**src/rtl/ipg_meter_pkg.sv**
```systemverilog
package ipg_meter_pkg;

    localparam logic [1:0] HDR_DATA = 2'b01;
    localparam logic [1:0] HDR_CTRL = 2'b10;

    localparam logic [7:0] TYPE_IDLE   = 8'h1E;
    localparam logic [7:0] TYPE_START0 = 8'h78;
    localparam logic [7:0] TYPE_START4 = 8'h33;

    typedef enum logic [2:0] {
        BK_DATA,
        BK_IDLE,
        BK_START,
        BK_TERM,
        BK_BAD
    } blk_kind_e;

    typedef struct packed {
        blk_kind_e  kind;
        logic [2:0] lane;
    } blk_info_t;

    function automatic blk_info_t decode_block(input logic [1:0] sync,
                                               input logic [7:0] btype);
        blk_info_t r;
        r.kind = BK_BAD;
        r.lane = 3'd0;
        if (sync == HDR_DATA) begin
            r.kind = BK_DATA;
        end else if (sync == HDR_CTRL) begin
            case (btype)
                TYPE_IDLE:   r.kind = BK_IDLE;
                TYPE_START0: begin r.kind = BK_START; r.lane = 3'd0; end
                TYPE_START4: begin r.kind = BK_START; r.lane = 3'd4; end
                8'h87:       begin r.kind = BK_TERM;  r.lane = 3'd0; end
                8'h99:       begin r.kind = BK_TERM;  r.lane = 3'd1; end
                8'hAA:       begin r.kind = BK_TERM;  r.lane = 3'd2; end
                8'hB4:       begin r.kind = BK_TERM;  r.lane = 3'd3; end
                8'hCC:       begin r.kind = BK_TERM;  r.lane = 3'd4; end
                8'hD2:       begin r.kind = BK_TERM;  r.lane = 3'd5; end
                8'hE1:       begin r.kind = BK_TERM;  r.lane = 3'd6; end
                8'hFF:       begin r.kind = BK_TERM;  r.lane = 3'd7; end
                default:     r.kind = BK_BAD;
            endcase
        end
        return r;
    endfunction

endpackage

```
**src/rtl/ipg_gap_accum.sv**
```systemverilog
module ipg_gap_accum
    import ipg_meter_pkg::*;
#(
    parameter int IDLE_W = 16,
    parameter int BIT_W  = 24
) (
    input  logic              clk,
    input  logic              rst,
    input  logic              blk_en,
    input  blk_info_t         info,
    output logic              gap_ok,
    output logic [IDLE_W-1:0] gap_idles,
    output logic [BIT_W-1:0]  gap_bits
);

    localparam logic [IDLE_W-1:0] IDLE_MAX = {IDLE_W{1'b1}};
    localparam logic [BIT_W-1:0]  BIT_MAX  = {BIT_W{1'b1}};
    localparam int                BLK_BITS = 66;
    localparam int                SLOTS    = 8;

    function automatic logic [IDLE_W-1:0] add_idle(input logic [IDLE_W-1:0] a,
                                                   input logic [IDLE_W-1:0] b);
        logic [IDLE_W:0] s;
        s = {1'b0, a} + {1'b0, b};
        return s[IDLE_W] ? IDLE_MAX : s[IDLE_W-1:0];
    endfunction

    function automatic logic [BIT_W-1:0] add_bits(input logic [BIT_W-1:0] a,
                                                  input logic [BIT_W-1:0] b);
        logic [BIT_W:0] s;
        s = {1'b0, a} + {1'b0, b};
        return s[BIT_W] ? BIT_MAX : s[BIT_W-1:0];
    endfunction

    logic              in_gap_q;
    logic [IDLE_W-1:0] idle_q;
    logic [BIT_W-1:0]  bits_q;
    logic [2:0]        tail_slots;

    assign tail_slots = 3'd7 - info.lane;

    // Closing values for a start block in this cycle
    assign gap_ok    = in_gap_q;
    assign gap_idles = add_idle(idle_q, IDLE_W'(info.lane));
    assign gap_bits  = add_bits(bits_q, BIT_W'({info.lane, 3'b000}) + BIT_W'(2));

    always_ff @(posedge clk) begin
        if (rst) begin
            in_gap_q <= 1'b0;
            idle_q   <= '0;
            bits_q   <= '0;
        end else if (blk_en) begin
            case (info.kind)
                BK_TERM: begin
                    in_gap_q <= 1'b1;
                    idle_q   <= IDLE_W'(tail_slots);
                    bits_q   <= BIT_W'({tail_slots, 3'b000});
                end
                BK_IDLE: begin
                    if (in_gap_q) begin
                        idle_q <= add_idle(idle_q, IDLE_W'(SLOTS));
                        bits_q <= add_bits(bits_q, BIT_W'(BLK_BITS));
                    end
                end
                default: begin
                    in_gap_q <= 1'b0;
                end
            endcase
        end
    end

endmodule

```
**src/rtl/ipg_ipd_accum.sv**
```systemverilog
module ipg_ipd_accum
    import ipg_meter_pkg::*;
#(
    parameter int BIT_W = 24
) (
    input  logic             clk,
    input  logic             rst,
    input  logic             blk_en,
    input  blk_info_t        info,
    output logic             ipd_ok,
    output logic [BIT_W-1:0] ipd_bits
);

    localparam logic [BIT_W-1:0] BIT_MAX  = {BIT_W{1'b1}};
    localparam int               BLK_BITS = 66;

    function automatic logic [BIT_W-1:0] add_bits(input logic [BIT_W-1:0] a,
                                                  input logic [BIT_W-1:0] b);
        logic [BIT_W:0] s;
        s = {1'b0, a} + {1'b0, b};
        return s[BIT_W] ? BIT_MAX : s[BIT_W-1:0];
    endfunction

    logic             seen_q;
    logic [BIT_W-1:0] acc_q;
    logic [6:0]       start_off;

    assign start_off = {1'b0, info.lane, 3'b000};
    assign ipd_ok    = seen_q;
    assign ipd_bits  = add_bits(acc_q, BIT_W'(start_off) + BIT_W'(2));

    always_ff @(posedge clk) begin
        if (rst) begin
            seen_q <= 1'b0;
            acc_q  <= '0;
        end else if (blk_en) begin
            if (info.kind == BK_START) begin
                seen_q <= 1'b1;
                acc_q  <= BIT_W'(7'd64 - start_off);
            end else begin
                acc_q  <= add_bits(acc_q, BIT_W'(BLK_BITS));
            end
        end
    end

endmodule

```
**src/rtl/ipg_bit_meter.sv**
```systemverilog
module ipg_bit_meter
    import ipg_meter_pkg::*;
#(
    parameter int IDLE_W = 16,
    parameter int BIT_W  = 24
) (
    input  logic              clk,
    input  logic              rst,
    input  logic              blk_valid,
    input  logic [1:0]        blk_sync,
    input  logic [7:0]        blk_type,
    output logic              res_valid,
    output logic              res_gap_ok,
    output logic              res_ipd_ok,
    output logic [IDLE_W-1:0] res_gap_idles,
    output logic [BIT_W-1:0]  res_gap_bits,
    output logic [BIT_W-1:0]  res_ipd_bits
);

    blk_info_t         info;
    logic              gap_ok;
    logic [IDLE_W-1:0] gap_idles;
    logic [BIT_W-1:0]  gap_bits;
    logic              ipd_ok;
    logic [BIT_W-1:0]  ipd_bits;
    logic              is_start;

    assign info     = decode_block(blk_sync, blk_type);
    assign is_start = blk_valid && (info.kind == BK_START);

    ipg_gap_accum #(.IDLE_W(IDLE_W), .BIT_W(BIT_W)) gap_i (
        .clk       (clk),
        .rst       (rst),
        .blk_en    (blk_valid),
        .info      (info),
        .gap_ok    (gap_ok),
        .gap_idles (gap_idles),
        .gap_bits  (gap_bits)
    );

    ipg_ipd_accum #(.BIT_W(BIT_W)) ipd_i (
        .clk      (clk),
        .rst      (rst),
        .blk_en   (blk_valid),
        .info     (info),
        .ipd_ok   (ipd_ok),
        .ipd_bits (ipd_bits)
    );

    always_ff @(posedge clk) begin
        if (rst) begin
            res_valid     <= 1'b0;
            res_gap_ok    <= 1'b0;
            res_ipd_ok    <= 1'b0;
            res_gap_idles <= '0;
            res_gap_bits  <= '0;
            res_ipd_bits  <= '0;
        end else begin
            res_valid <= is_start;
            if (is_start) begin
                res_gap_ok    <= gap_ok;
                res_ipd_ok    <= ipd_ok;
                res_gap_idles <= gap_ok ? gap_idles : '0;
                res_gap_bits  <= gap_ok ? gap_bits  : '0;
                res_ipd_bits  <= ipd_ok ? ipd_bits  : '0;
            end
        end
    end

endmodule

```
**config.mk**
```make
export PLATFORM = sky130hd
export DESIGN_NAME = ipg_bit_meter
export DESIGN_NICKNAME = d
export VERILOG_FILES = /design/src/rtl/ipg_meter_pkg.sv /design/src/rtl/ipg_gap_accum.sv /design/src/rtl/ipg_ipd_accum.sv /design/src/rtl/ipg_bit_meter.sv
export SDC_FILE = /design/constraint.sdc
export NUM_CORES = 1
export LEC_CHECK = 0
export CAP_MARGIN = 10
export CORE_ASPECT_RATIO = 1.4
export CORE_MARGIN = 2
export CORE_UTILIZATION = 62
export DETAILED_ROUTE_END_ITERATION = 10
export PLACE_DENSITY = 0.86
export SLEW_MARGIN = 20
export SYNTH_ARGS = -nofsm -noshare
export SYNTH_HDL_FRONTEND = slang
export SYNTH_SLANG_ARGS = --single-unit
```
**constraint.sdc**
```tcl
create_clock -name clk -period 9.1 [get_ports clk]
set_input_delay 2.73 -clock clk [delete_from_list [all_inputs] [get_ports clk]]
set_output_delay 2.73 -clock clk [all_outputs]
set_load 0.01 [all_outputs]
```
# Yosys cells after proc, flatten, opt, wreduce, memory -nomap -nowiden
# Cells that the tools add are included.
# W data, S select, Z words.
# word_totals
latch_bits	0
inputBits	13
romBits	0
register_bits	133
ramBits	0
n_memories	0
out_inout_bits	67
word_cells	66
# op_classes
n_reduce_logical	8
bitwise	1
div	0
n_shift	0
addsub	9
mul	0
n_lt_le_gt_ge	0
n_eq_ne	17
muxes	20
# ops
cell	n
$mux W24	8
$eq A8 B8 Y1 const B	8
$mux W16	4
$add A24 B7 Y25 const B	2
$pmux W24 S2	1
$pmux W16 S2	1
$add A24 B24 Y25	1
$add A24 B7 Y25	1
$pmux W3 S7	1
$add A16 B3 Y17	1
$add A16 B4 Y17 const B	1
$pmux W3 S3	1
$eq A8 B5 Y1 const B	1
$eq A8 B6 Y1 const B	1
$eq A8 B7 Y1 const B	1
$reduce_or A8 Y1	1
$sub A7 B6 Y8 const A	1
$add A6 B2 Y7 const B	1
$eq A3 B2 Y1 const B	2
$mux W3	2
$mux W6	1
$reduce_and A2 Y1	2
$reduce_or A2 Y1	2
$eq A3 B1 Y1 const B	1
9 further kinds	9

# Logic depth before layout (Yosys ltp)
# depth
ltp_word	9
ltp_mapped	15
mapped_depth_nobuf	12

# By module
# From an unflattened synthesis, not the netlist that was laid out.
# unflattened
hier_cells	1076
area_unflattened_um2	8234.1
# by_module_without_submodules
mod	area_per_inst_um2	seq_area_each_um2	n_inst	cells_each
ipg_gap_accum	3164.3	820.8	1	435
ipg_bit_meter	3067.9	1341.3	1	365
ipg_ipd_accum	2001.9	500.5	1	276

# Worst setup path after synthesis
# OpenSTA, ideal clock, no wires.
# synth_timing
kind	input-to-reg
startpoint	in blk_type[2]
endpoint	reg res_gap_bits[17]
required_time_ns	8.978
t_arrival_ns	5.461
path_slack_ns	3.518
path_buffers	1
setup_time_ns	0.122
cell_stages	12
path_cell_list	buf_2 -> or4_1 -> a21oi_1 -> nor2_1 -> a21oi_1 -> ha_1 -> nand2_1 -> o21ai_1 -> nand4_1 -> or4_1 -> xnor2_1 -> a221o_1
# synth_via
elab_chain_len	9
elab_cells_between_ends	25
classes_between	2 x add/sub; 12 x eq/ne; 7 x mux; 4 x reduce/logical
# synth_lines
item	line_no	rtl
start, declared	ipg_bit_meter.sv:11	input logic [7:0] blk_type,
$eq A8 B8 Y1 / $eq A8 B6 Y1 (equally long branches)	ipg_meter_pkg.sv:31	case (btype)
$reduce_or A2 Y1 (no line)	--	
$pmux W3 S7	ipg_meter_pkg.sv:31	
$mux W6 *	ipg_meter_pkg.sv:30	end else if (sync == HDR_CTRL) begin
$mux W3	ipg_meter_pkg.sv:28	if (sync == HDR_DATA) begin
$add A6 B2 Y7	ipg_gap_accum.sv:45	assign gap_bits = add_bits(bits_q, BIT_W'({info.lane, 3'b000}) + BIT_W'(2));
$add A24 B24 Y25	ipg_gap_accum.sv:31	s = {1'b0, a} + {1'b0, b};
$mux W24	ipg_gap_accum.sv:32	return s[BIT_W] ? BIT_MAX : s[BIT_W-1:0];
$mux W24	ipg_bit_meter.sv:64	res_gap_bits <= gap_ok ? gap_bits : '0;
end signal, assigned	ipg_bit_meter.sv:64	
end, declared	ipg_bit_meter.sv:16	output logic [BIT_W-1:0] res_gap_bits,
# Mark *: on every way between the ends. The rest lies on a longest branch, timed or not.
# A chain may end at the register's enable or synchronous reset.

# Final worst setup path
# layout_timing
startpoint	in blk_type[4]
endpoint	reg res_ipd_bits[5]
# layout_via
elab_chain_len	9
elab_cells_between_ends	25
classes_between	2 x add/sub; 12 x eq/ne; 7 x mux; 4 x reduce/logical
# layout_lines
item	line_no	rtl
$eq A8 B8 Y1 / $eq A8 B6 Y1 (equally long branches)	ipg_meter_pkg.sv:31	
$reduce_or A2 Y1 (no line)	--	
$pmux W3 S7	ipg_meter_pkg.sv:31	
$mux W6 *	ipg_meter_pkg.sv:30	
$mux W3	ipg_meter_pkg.sv:28	
$add A6 B2 Y7	ipg_ipd_accum.sv:30	assign ipd_bits = add_bits(acc_q, BIT_W'(start_off) + BIT_W'(2));
$add A24 B7 Y25	ipg_ipd_accum.sv:20	s = {1'b0, a} + {1'b0, b};
$mux W24	ipg_ipd_accum.sv:21	return s[BIT_W] ? BIT_MAX : s[BIT_W-1:0];
$mux W24	ipg_bit_meter.sv:65	res_ipd_bits <= ipd_ok ? ipd_bits : '0;
end signal, assigned	ipg_bit_meter.sv:65	
end, declared	ipg_bit_meter.sv:17	output logic [BIT_W-1:0] res_ipd_bits
# Marked as above.

==> qor.yml <==
dpl.hpwl_mm: 14.3
powerDensity_nw_per_um2: 157
antenna_found_initial: 0
end_kind: "flip-flop"
grt_max_degree: 46
place.gp.congestion: 0.948
drc: 0
antenna_cells: 0
cp-start-kind: "primary input"
fin_setup_tns_ns: 0
wl_per_cell_um: 18.4
hold_buffers: 0
maxSlewHeadroom: 0.279
die_x_um: 97.3
gr-max-usage-layer: "met2"
drive_gt1_frac: 0.0801
vias: 7654
p_leak_nw: 3.27
fillers: 855
finalHoldViolCount: 0
multi_input_area_um2: 4490
synth_cell_types: 76
cp_max_fo: 14
r2r_slack_ns: 6.32
grt_util_met3: 0.0590
async_flop_share: 0
met1_usage: 0.343
post_cts_buffers: 0
synth.cell_area_um2: 7550
fmax_mhz: 151
drt_iter0_drc: 573
rsz0062_at_grt: "no"
postPlaceCellArea_um2: 8270
pin_count: 80
max-vdd-ir-drop_uv: 133
synth_edf_count: 0
grt_usage: 0.318
synth_common_cells: "nand2_1, dfxtp_1, o21ai_0, nand3_1, nor2_1"
slew_viol_final: 0
ys_warn_count: 0
cpMostUsedCell: "nor2_1"
cts_tree: "yes"
first_global_vias: 7197
cts_resized: 0
worstSetupPathType: "in2reg"
crit_required_ns: 9.46
area.growth.synth_to_final_pct: 18.3
wirelength_mm: 21.3
path_clk_slew_ns: 0.06
ys_top_cells_by_area: "dfxtp_1, nand2_1, o21ai_0"
yosys.area.top_type: "dfxtp_1"
clock_skew_ns: 0.00881
crit_family: "simple AND/OR/NAND/NOR gates"
nets: 1025
final_area_um2: 8930
vias_per_cell: 6.61
ant_nets: 0
crit_path_top_delay_cell: "nor2_1"
die_h_um: 135
syn_avg_cell_area_um2: 7.84
outcome: "finished, final reports clean"
first_pass_iters: 8
yosys_register_bits: 133
cts_max_level: 4
cts_root_buffer: "clkbuf_16"
met2_usage: 0.572
min_period_ns: 6.62
slowest_delay_ns: 0.74
cts_buffer_depth: 2
synth.top_cell.area_share: 0.352
rows: 47
crit_arrival_ns: 6.98
post-synth-top-count-cell: "nand2_1"
path_cells: "clkdlybuf4s50_1 -> nor4bb_1 -> o211a_1 -> nor2_1 -> a21oi_1 -> ha_1 -> nor3_1 -> a211oi_1 -> nand3_1 -> nor2_1 -> o21ai_0 -> nand2_1"
tightest_slew_ns: 1.08
dieArea_um2: 13100
syn_nets: 990
clock_latency_ns: 0.42
drv_cap: 0
grt_first_pass_wirelength_mm: 34.3
gr-total-overflow: 0
seq_area_um2: 2660
hold_path.class: "reg2reg"
cts_num_sinks: 133
synth_cells: 963
ys_seq_area_frac: 0.352
synthFlopType: "dfxtp_1"
port_buffers: 79
numCtsBuffers: 17
start_util: 0.636
finalCritPeriodShare: 0.727
setup_viol: 0
path_buf_inv: 1
core_um2: 11900
[worst paths after layout]
| path | from | endpoint | depth (start not counted) |
|---|---|---|---|
| worst max-delay path | blk_type[4] | res_ipd_bits[5] | 12 |
| worst min-delay path | res_gap_bits[7] | res_gap_bits[7] | 2 |
| worst max register to register | ipd_i.acc_q[5] | res_ipd_bits[5] | 7 |
| worst min register to register | res_gap_bits[7] | res_gap_bits[7] | 2 |
[power by group]
part | internal [W] | switching [W]
combinational | 0.0000144 | 0.0000298
clock | 0.000501 | 0.000266
sequential | 0.000584 | 0.00000427
[metrics by stage]
| stage | hold WS (ns) | setup WS (ns) | cells | util | power [W] |
|---|---|---|---|---|---|
| 6_report | 0.431 | 2.48 | 1158 | 0.752 | 0.00140 |
| 5_1_grt | 0.456 | 2.01 | 1158 | 0.752 | 0.00143 |
| 4_1_cts | 0.436 | 2.58 | 1158 | 0.752 | 0.00139 |
| 3_5_place_dp | 0.428 | 2.20 | 1126 | 0.697 | 0.000644 |
| 3_3_place_gp | 0.424 | 2.29 | 1126 | 0.697 | 0.000643 |
| 2_1_floorplan | 0.432 | 3.52 | 963 | - | 0.000630 |
[state kept, by name (all words and copies together), names as in the netlist]
register,flops
gap_i.bits_q,24
ipd_i.acc_q,24
res_gap_bits,24
res_ipd_bits,24
gap_i.idle_q,16
res_gap_idles,16
gap_i.gap_ok,1
ipd_i.ipd_ok,1
res_gap_ok,1
res_ipd_ok,1
res_valid,1
[final cells by class]
type	instances	area share
repair buffers	87	0.0953
multi-input cells	735	0.502
flip-flops and latches	133	0.298
clock buffers	20	0.0511
well taps	147	0.0206
clock inverters	12	0.0226
inverters	24	0.0101
[worst reg2reg max path: cells and delay by family, from the launching register on]
| kind | cells | cell delay, ns |
|---|---|---|
| DFF | 1 | 0.53 |
| adders and majority gates | 1 | 0.30 |
| AOI/OAI and AO/OA | 2 | 0.55 |
| and+or+nand+nor | 4 | 1.33 |
[per-layer routing]
| layer | share of wire | routed length, µm |
|---|---|---|
| met1 | 0.37 | 7850 |
| met2 | 0.51 | 10900 |
| met3 | 0.068 | 1450 |
| met4 | 0.051 | 1080 |
| met5 | 0 | 0 |
[cells in the final DEF (no fill, tap or decap), types with 5 or more instances in the layout]
cell type and n:
a211oi_1 20, a211oi_2 5, a21o_1 13, a21oi_1 53, a221o_1 7, a22o_1 5
a31o_2 7, a31oi_1 18, a32o_1 5, and2_1 8, and3_1 21, and4_1 9
buf_4 8, bufinv_16 5, clkbuf_16 17, clkdlybuf4s50_1 79, dfxtp_1 133, ha_1 13
inv_1 24, mux2i_1 7, nand2_1 151, nand2b_1 9, nand3_1 57, nand4_1 31
nor2_1 55, nor3_1 22, nor3_2 6, o21ai_0 74, o21ai_1 11, o311ai_1 7
or4_1 6, xnor2_1 24, xor2_1 8
[cell families (layout without fill, tap and decap cells)]
kind of cell / count (synthesis) / count (layout) / synth area share
AND/OR/NAND/NOR: 406 / 406 / 0.273
AO/OA/AOI/OAI: 274 / 274 / 0.247
flip-flops: 133 / 133 / 0.352
buffers and inverters: 95 / 143 / 0.0545
XOR/XNOR: 32 / 32 / 0.0371
adder cells (fa/ha/maj): 14 / 14 / 0.0242
multiplexers: 9 / 9 / 0.0123
Note: power is estimated with default switching activity, not from simulation.
